==> src/rtl/arb_pkg.sv <==
package arb_pkg;

    // Width of one entry in the packed device map parameters
    localparam int unsigned MAP_FW = 8;

    typedef enum logic {
        OWN_IDLE  = 1'b0,
        OWN_HELD  = 1'b1
    } own_st_e;

endpackage

==> src/rtl/mlvl_req_map.sv <==
// Gathers the per-device requests into one shared request line per level.
module mlvl_req_map
    import arb_pkg::*;
#(
    parameter int unsigned N_DEV = 5,
    parameter int unsigned N_LVL = 2,
    parameter logic [N_DEV*MAP_FW-1:0] DEV_LVL = '0
) (
    input  logic [N_DEV-1:0] dev_req,
    output logic [N_LVL-1:0] lvl_req
);

    function automatic logic [N_DEV-1:0] level_mask(int lv);
        logic [N_DEV-1:0] m;
        m = '0;
        for (int d = 0; d < int'(N_DEV); d++) begin
            if (int'(DEV_LVL[d*MAP_FW +: MAP_FW]) == lv) m[d] = 1'b1;
        end
        return m;
    endfunction

    for (genvar l = 0; l < int'(N_LVL); l++) begin : g_lvl
        localparam logic [N_DEV-1:0] MASK = level_mask(l);
        assign lvl_req[l] = |(dev_req & MASK);
    end

endmodule

==> src/rtl/mlvl_lvl_select.sv <==
// Fixed priority across levels: lowest index wins.
module mlvl_lvl_select #(
    parameter int unsigned N_LVL = 2
) (
    input  logic [N_LVL-1:0] lvl_req,
    output logic [N_LVL-1:0] lvl_win
);

    always_comb begin
        lvl_win = '0;
        for (int l = 0; l < int'(N_LVL); l++) begin
            if (lvl_req[l] && (lvl_win == '0)) lvl_win[l] = 1'b1;
        end
    end

endmodule

==> src/rtl/mlvl_chain.sv <==
// Per-level serial grant ripple. The grant entering slot 0 of a level is
// that level's win bit; each slot either keeps it (device requesting) or
// hands it to the next slot. Empty slots pass the grant straight through.
module mlvl_chain
    import arb_pkg::*;
#(
    parameter int unsigned N_DEV = 5,
    parameter int unsigned N_LVL = 2,
    parameter logic [N_DEV*MAP_FW-1:0] DEV_LVL = '0,
    parameter logic [N_DEV*MAP_FW-1:0] DEV_POS = '0
) (
    input  logic [N_DEV-1:0] dev_req,
    input  logic [N_LVL-1:0] lvl_win,
    output logic [N_DEV-1:0] dev_pick
);

    // Which device sits at (level, position); N_DEV means empty slot
    function automatic int slot_owner(int lv, int ps);
        for (int d = 0; d < int'(N_DEV); d++) begin
            if (int'(DEV_LVL[d*MAP_FW +: MAP_FW]) == lv &&
                int'(DEV_POS[d*MAP_FW +: MAP_FW]) == ps) return d;
        end
        return int'(N_DEV);
    endfunction

    wire [N_DEV-1:0] ripple [N_LVL];
    wire [N_DEV-1:0] take   [N_LVL];
    wire [N_DEV-1:0] pick_w;

    for (genvar l = 0; l < int'(N_LVL); l++) begin : g_lvl
        assign ripple[l][0] = lvl_win[l];
        for (genvar s = 0; s < int'(N_DEV); s++) begin : g_slot
            localparam int DV = slot_owner(l, s);
            if (DV < int'(N_DEV)) begin : g_used
                assign take[l][s] = ripple[l][s] & dev_req[DV];
                if (s < int'(N_DEV) - 1) begin : g_pass
                    assign ripple[l][s+1] = ripple[l][s] & ~dev_req[DV];
                end
            end else begin : g_empty
                assign take[l][s] = 1'b0;
                if (s < int'(N_DEV) - 1) begin : g_pass
                    assign ripple[l][s+1] = ripple[l][s];
                end
            end
        end
    end

    for (genvar d = 0; d < int'(N_DEV); d++) begin : g_dev
        localparam int LV = int'(DEV_LVL[d*MAP_FW +: MAP_FW]);
        localparam int PS = int'(DEV_POS[d*MAP_FW +: MAP_FW]);
        assign pick_w[d] = take[LV][PS];
    end

    assign dev_pick = pick_w;

endmodule

==> src/rtl/mlvl_arbiter.sv <==
// Two-stage bus arbiter: fixed priority across levels, daisy chain within.
module mlvl_arbiter
    import arb_pkg::*;
#(
    parameter int unsigned N_DEV = 5,
    parameter int unsigned N_LVL = 2,
    // device d level at bits [d*8 +: 8]; default: 0,0,1,1,1
    parameter logic [N_DEV*MAP_FW-1:0] DEV_LVL =
        {8'd1, 8'd1, 8'd1, 8'd0, 8'd0},
    // device d chain position at bits [d*8 +: 8]; default: 0,1,1,0,2
    parameter logic [N_DEV*MAP_FW-1:0] DEV_POS =
        {8'd2, 8'd0, 8'd1, 8'd1, 8'd0}
) (
    input  logic             clk,
    input  logic             rst_n,
    input  logic [N_DEV-1:0] dev_req,
    output logic [N_DEV-1:0] dev_gnt,
    output logic [N_LVL-1:0] lvl_gnt,
    output logic             bus_busy
);

    typedef struct packed {
        own_st_e          st;
        logic [N_LVL-1:0] lvl;
        logic [N_DEV-1:0] dev;
    } arb_state_t;

    localparam arb_state_t RESET_ST = '{st: OWN_IDLE, lvl: '0, dev: '0};

    arb_state_t       st_d, st_q;
    logic [N_LVL-1:0] lvl_req;
    logic [N_LVL-1:0] lvl_win;
    logic [N_DEV-1:0] dev_pick;

    mlvl_req_map #(
        .N_DEV   (N_DEV),
        .N_LVL   (N_LVL),
        .DEV_LVL (DEV_LVL)
    ) u_req_map (
        .dev_req (dev_req),
        .lvl_req (lvl_req)
    );

    mlvl_lvl_select #(
        .N_LVL   (N_LVL)
    ) u_lvl_sel (
        .lvl_req (lvl_req),
        .lvl_win (lvl_win)
    );

    mlvl_chain #(
        .N_DEV   (N_DEV),
        .N_LVL   (N_LVL),
        .DEV_LVL (DEV_LVL),
        .DEV_POS (DEV_POS)
    ) u_chain (
        .dev_req  (dev_req),
        .lvl_win  (lvl_win),
        .dev_pick (dev_pick)
    );

    always_comb begin
        st_d = st_q;
        unique case (st_q.st)
            OWN_IDLE: begin
                if (|lvl_req) begin
                    st_d.st  = OWN_HELD;
                    st_d.lvl = lvl_win;
                    st_d.dev = dev_pick;
                end
            end
            OWN_HELD: begin
                // Owner keeps the bus until its own request drops
                if ((dev_req & st_q.dev) == '0) st_d = RESET_ST;
            end
            default: st_d = RESET_ST;
        endcase
    end

    always_ff @(posedge clk) begin
        if (!rst_n) st_q <= RESET_ST;
        else        st_q <= st_d;
    end

    assign dev_gnt  = st_q.dev;
    assign lvl_gnt  = st_q.lvl;
    assign bus_busy = (st_q.st == OWN_HELD);

endmodule

==> config.mk <==
export PLATFORM = sky130hd
export DESIGN_NAME = mlvl_arbiter
export DESIGN_NICKNAME = d
export VERILOG_FILES = /design/src/rtl/arb_pkg.sv /design/src/rtl/mlvl_req_map.sv /design/src/rtl/mlvl_lvl_select.sv /design/src/rtl/mlvl_chain.sv /design/src/rtl/mlvl_arbiter.sv
export SDC_FILE = /design/constraint.sdc
export NUM_CORES = 1
export LEC_CHECK = 0
export ABC_AREA = 1
export CORE_AREA = 2 2 39 41
export CTS_CLUSTER_DIAMETER = 150
export DETAILED_ROUTE_END_ITERATION = 10
export DIE_AREA = 0 0 41 43
export PLACE_DENSITY_LB_ADDON = 0.08
export SETUP_SLACK_MARGIN = 0.05
export SLEW_MARGIN = 25
export SYNTH_ARGS = -nofsm -noshare
export SYNTH_HDL_FRONTEND = slang
export SYNTH_SLANG_ARGS = --single-unit
==> constraint.sdc <==
create_clock -name clk -period 1.8 [get_ports clk]
set_clock_uncertainty 0.05 [all_clocks]
set_input_delay 0.36 -clock clk [delete_from_list [all_inputs] [get_ports clk]]
set_output_delay 0.36 -clock clk [all_outputs]
set_load 0.005 [all_outputs]
Word level (Yosys, flattened, before mapping) --
Cells that the tools add are included.
Storage, ports and cells: output and inout bits 8, bits in writable memories 0, memories kept 0, flip-flop bits (word level) 8, bits in latches 0, word-level logic and storage cells 30, memory bits (read-only) 0
Cells by class: shift-type cells 0, muxes and demuxes 5, equality and inequality tests 2, $add $sub $neg 0, divide/modulo/power cells 0, multipliers 0, reduce and logical (&&, ||, !) cells 6, magnitude comparators 0, bitwise gates (word level) 14
Operator list (number):
- $mux 8 | 2
- $pmux 8 s2 | 1
- $and 1x1->1 | 8
- $and 5x5->5 | 1
- $logic_not 5->1 | 1
- $not 1->1 | 5
- $reduce_or 5->1 | 1
- $reduce_or 3->1 | 1
- $mux 1 | 2
- $ne 2x1->1 const B | 1
- $ne 2x2->1 const B | 1
- $reduce_and 2->1 | 1
- $reduce_or 2->1 | 1
- $logic_and 1x1->1 | 1

Longest topological paths before layout --
depth after elaboration 10, gate-level depth with buffers 6

Hierarchy --
Synthesis repeated with hierarchy kept, for this count alone.
Unflattened totals: cell total of the unflattened synthesis 64, area, all modules 429.2 um^2
Modules (own cells, without submodules):
- mlvl_arbiter | seq. area each 160.2 um^2, cells each 45, area each 344.1 um^2, instances 1
- mlvl_chain | seq. area each 0.0 um^2, cells each 12, area each 50.0 um^2, instances 1
- mlvl_lvl_select | seq. area each 0.0 um^2, cells each 3, area each 17.5 um^2, instances 1
- mlvl_req_map | seq. area each 0.0 um^2, cells each 4, area each 17.5 um^2, instances 1

Worst setup path after synthesis --
OpenSTA, ideal clock, no wires.
path kind input port to flip-flop, from input dev_req[1], to register st_q, in the netlist dev_gnt[0], arrival time 0.843 ns, buffers on the path 0, stages on the path 6, path slack 0.784 ns, cells stage by stage nand2_1 nand2_1 nor2_1 nand3_2 nand3_1 a21oi_1
Between the ends: cells in the longest elaborated chain, start to end 5, elaborated cells on any way between the ends 11
RTL lines:
- from (decl) | line mlvl_arbiter.sv:16 | input logic [N_DEV-1:0] dev_req,
- $reduce_or 2->1 | line mlvl_req_map.sv:24 | assign lvl_req[l] = |(dev_req & MASK);
- $mux 1 | line mlvl_lvl_select.sv:12 | if (lvl_req[l] && (lvl_win == '0)) lvl_win[l] = 1'b1;
- $and 1x1->1 | line mlvl_chain.sv:35 | assign take[l][s] = ripple[l][s] & dev_req[DV];
- $mux 8 | line mlvl_arbiter.sv:66 | if (|lvl_req) begin
- $pmux 8 s2 | line mlvl_arbiter.sv:64 | unique case (st_q.st)
- to (signal assigned) | line mlvl_arbiter.sv:82 | else st_q <= st_d;
- to (decl) | line mlvl_arbiter.sv:30 | arb_state_t st_d, st_q;
Parallel ways exist; a longest one is shown, timed or not. The select of a mux whose other input is x is not followed. A chain may end at the register's enable or synchronous reset.

Worst setup path after layout --
from register st_q, in the netlist bus_busy, to output bus_busy
RTL lines:
- to (decl) | line mlvl_arbiter.sv:19 | output logic bus_busy
No word-level cell between the ends.

==> impl_metrics.yaml <==
die:
  die_h_um: 43
  dieArea_mm2: 0.001763
  ioPinCount: 15
  fp.coreArea_mm2: 0.001384
  die_w_um: 41
  initial_core_util_pct: 26.85
  rows: 14
route:
  ant_nets: 0
  wl_per_cell_um: 10.49
  vias: 394
  wl_um: 902
  drc: 0
  detail_route.iter0.violations: 11
  viasPerCell: 4.581
  drt_pass1_iterations: 5
final_layout:
  drive_gt1_share_pct: 10.00
  insertedDiodeCount: 0
  syn_to_final_growth_pct: 49.16
  final_util_pct: 40.05
  final_nets: 79
synthesis:
  synth-simple-area-share_pct: 37.71
  synth_area_um2: 371.6
  synth_compound_area_share_pct: 12.12
  ys_seq_area_share_pct: 43.10
  synth_nets: 60
  synthXorXnorAreaFrac_pct: 0
  yosysWarnings: 0
  post_synth_num_cell_types: 11
  synth_fa_ha_area_share_pct: 0
  synthMuxAreaShare_pct: 0
  synthTopCellsByArea: "dfxtp_1 (43%), nand3_1 (15%), nand2_1 (12%)"
  synth.avg_cell_area_um2: 7.011
  synthCells: 53
  synth_seq_cells: 8
  yosysTopAreaCell: "dfxtp_1"
  synth_top_family_by_area: "simple AND/OR/NAND/NOR gates"
  synth_top_area_share_pct: 43.10
grt:
  grt_pass1_wl_um: 1497
  grt_overflow_total: 0
  grt_pass1_vias: 344
  grt_max_degree: 9
  antenna_found_initial: 0
  grt_util_all_layers_pct: 12.59
setup_path:
  crit_fanout: 4
  critical_path_buf_inv_count: 1
  crit_path_start_kind: "register"
  arrival_ns: 1.16
  crit_path_top_delay_cell: "clkdlybuf4s50_1"
  crit_type: "reg2out"
  cp-startpoint: "bus_busy"
  crit_path_end_kind: "output port"
  cp_slowest_stage_delay_ns: 0.52
  cp_top_family: "buffers and inverters"
  critical_path.cell_chain: "clkdlybuf4s50_1"
  worstPathRequired_ns: 1.39
  r2r_start: "dev_gnt[1]"
placement:
  port_buffers: 14
  post-dp-hpwl_um: 636.3
  gp_congestion: 0.6526
clock_tree:
  cts_sinks: 8
  insertion_delay_ns: 0.25
  cts_max_level: 1
  post_cts_buffers: 0
  clockBufferDepth: 2
  cts_hold_buf: 0
  cts_tree: "done"
  cts.repair.resized: 0
  path_clk_slew_ns: 0.05
  cts_buffers: 3
  cts_root_buf: "clkbuf_4"
power:
  combPwrFrac_pct: 18.4
  power.leakage_nw: 0.2329
  p_sw_share_pct: 25.59
  seq_power_share_pct: 47.8
  p_per_area_mw_per_mm2: 727.1
  internal_power_mw: 0.2999
  max-vdd-ir-drop_mv: 0.3135
  p_sw_mw: 0.1031
  power_frac_clock_pct: 33.8
sta:
  setup_violations: 0
  worstMarginPinSlew_ns: 0.2474
  setup_tns_ns: 0
  fin_crit_ns: 1.571
  hold_viol: 0
  slew_violations: 0
  timing.fmax_ghz: 0.6366
  period_share_pct: 87.28
  timing.slew.headroom_pct: 83.49
  rsz0062_at_grt: "no"
run:
  maxCapViolations: 0
hold_path:
  hold_path.class: "reg2reg"
  min_from: "lvl_gnt[1]"
status:
  outcome: "finished, final reports clean"
==> cells in the mapped netlist <==
cell type / count
nand2_1: 12
nand3_1: 11
a21oi_1: 8
dfxtp_1: 8
inv_1: 7
nor2_2: 2
nand2_2: 1
nand3_2: 1
nand3b_1: 1
nor2_1: 1
o21ai_0: 1
==> worst paths after layout <==
check	end	slack [ns]	depth (start not counted)
worst max-delay path	bus_busy	0.23	1
worst min-delay path	lvl_gnt[1]	0.43	2
worst max register to register	lvl_gnt[1]	0.71	6
worst min register to register	lvl_gnt[1]	0.43	2
==> cell type report <==
cell class                      count  area (um2)
Fill cell                         162       829.5
Timing Repair Buffer               14       140.1
Sequential cell                     8       160.2
Tap cell                           16       20.02
Clock buffer                        3       22.52
Multi-Input combinational cell     38       185.2
Inverter                            7       26.28
==> metal layers <==
metal  global-route usage, %  vias up  wire, um  part of all wire [%]
li1                        -      210         -                     -
met1                   19.16      163       468                    52
met2                   15.00       19       349                    39
met3                   3.141        2        74                   8.2
met4                   8.000        0         9                   1.0
met5                       0        -         0                     0
==> state kept, by name (all words and copies together), names as in the netlist <==
name,cells
bus_busy,1
dev_gnt,5
lvl_gnt,2
==> kinds of logic after synthesis <==
group	after synthesis
compound gates	9
flops	8
buf+inv	7
simple gates	29
==> per-stage QoR <==
stage	power (mW)	instances	setup slack (ns)	area [um2]	hold slack, ns
2_1_floorplan	0.2279	53	0.7836	371.6	0.4264
3_3_place_gp	0.2702	83	0.1868	531.8	0.4301
3_5_place_dp	0.2701	83	0.1526	531.8	0.4299
4_1_cts	0.4110	86	0.2211	554.3	0.4395
5_1_grt	0.4336	86	0.1832	554.3	0.4592
6_report	0.4030	86	0.2290	554.3	0.4331
==> cell usage in the layout (no fill, tap or decap) <==
master,count
a21oi_1,8
nand2_1,12
inv_1,7
clkdlybuf4s50_1,14
nand3_1,11
clkbuf_4,3
nor2_2,2
nand3b_1,1
o21ai_0,1
nand3_2,1
dfxtp_1,8
nand2_2,1
nor2_1,1
==> power groups by stage <==
stage / registers (mW) / logic [mW] / clock network (mW)
global placement: 0.197 / 0.0736 / 0
global route: 0.194 / 0.0821 / 0.158
floorplan: 0.197 / 0.0312 / 0
detailed placement: 0.197 / 0.0735 / 0
finish: 0.193 / 0.0741 / 0.136
CTS: 0.193 / 0.0742 / 0.144
Note: power is estimated with default switching activity, not from simulation.
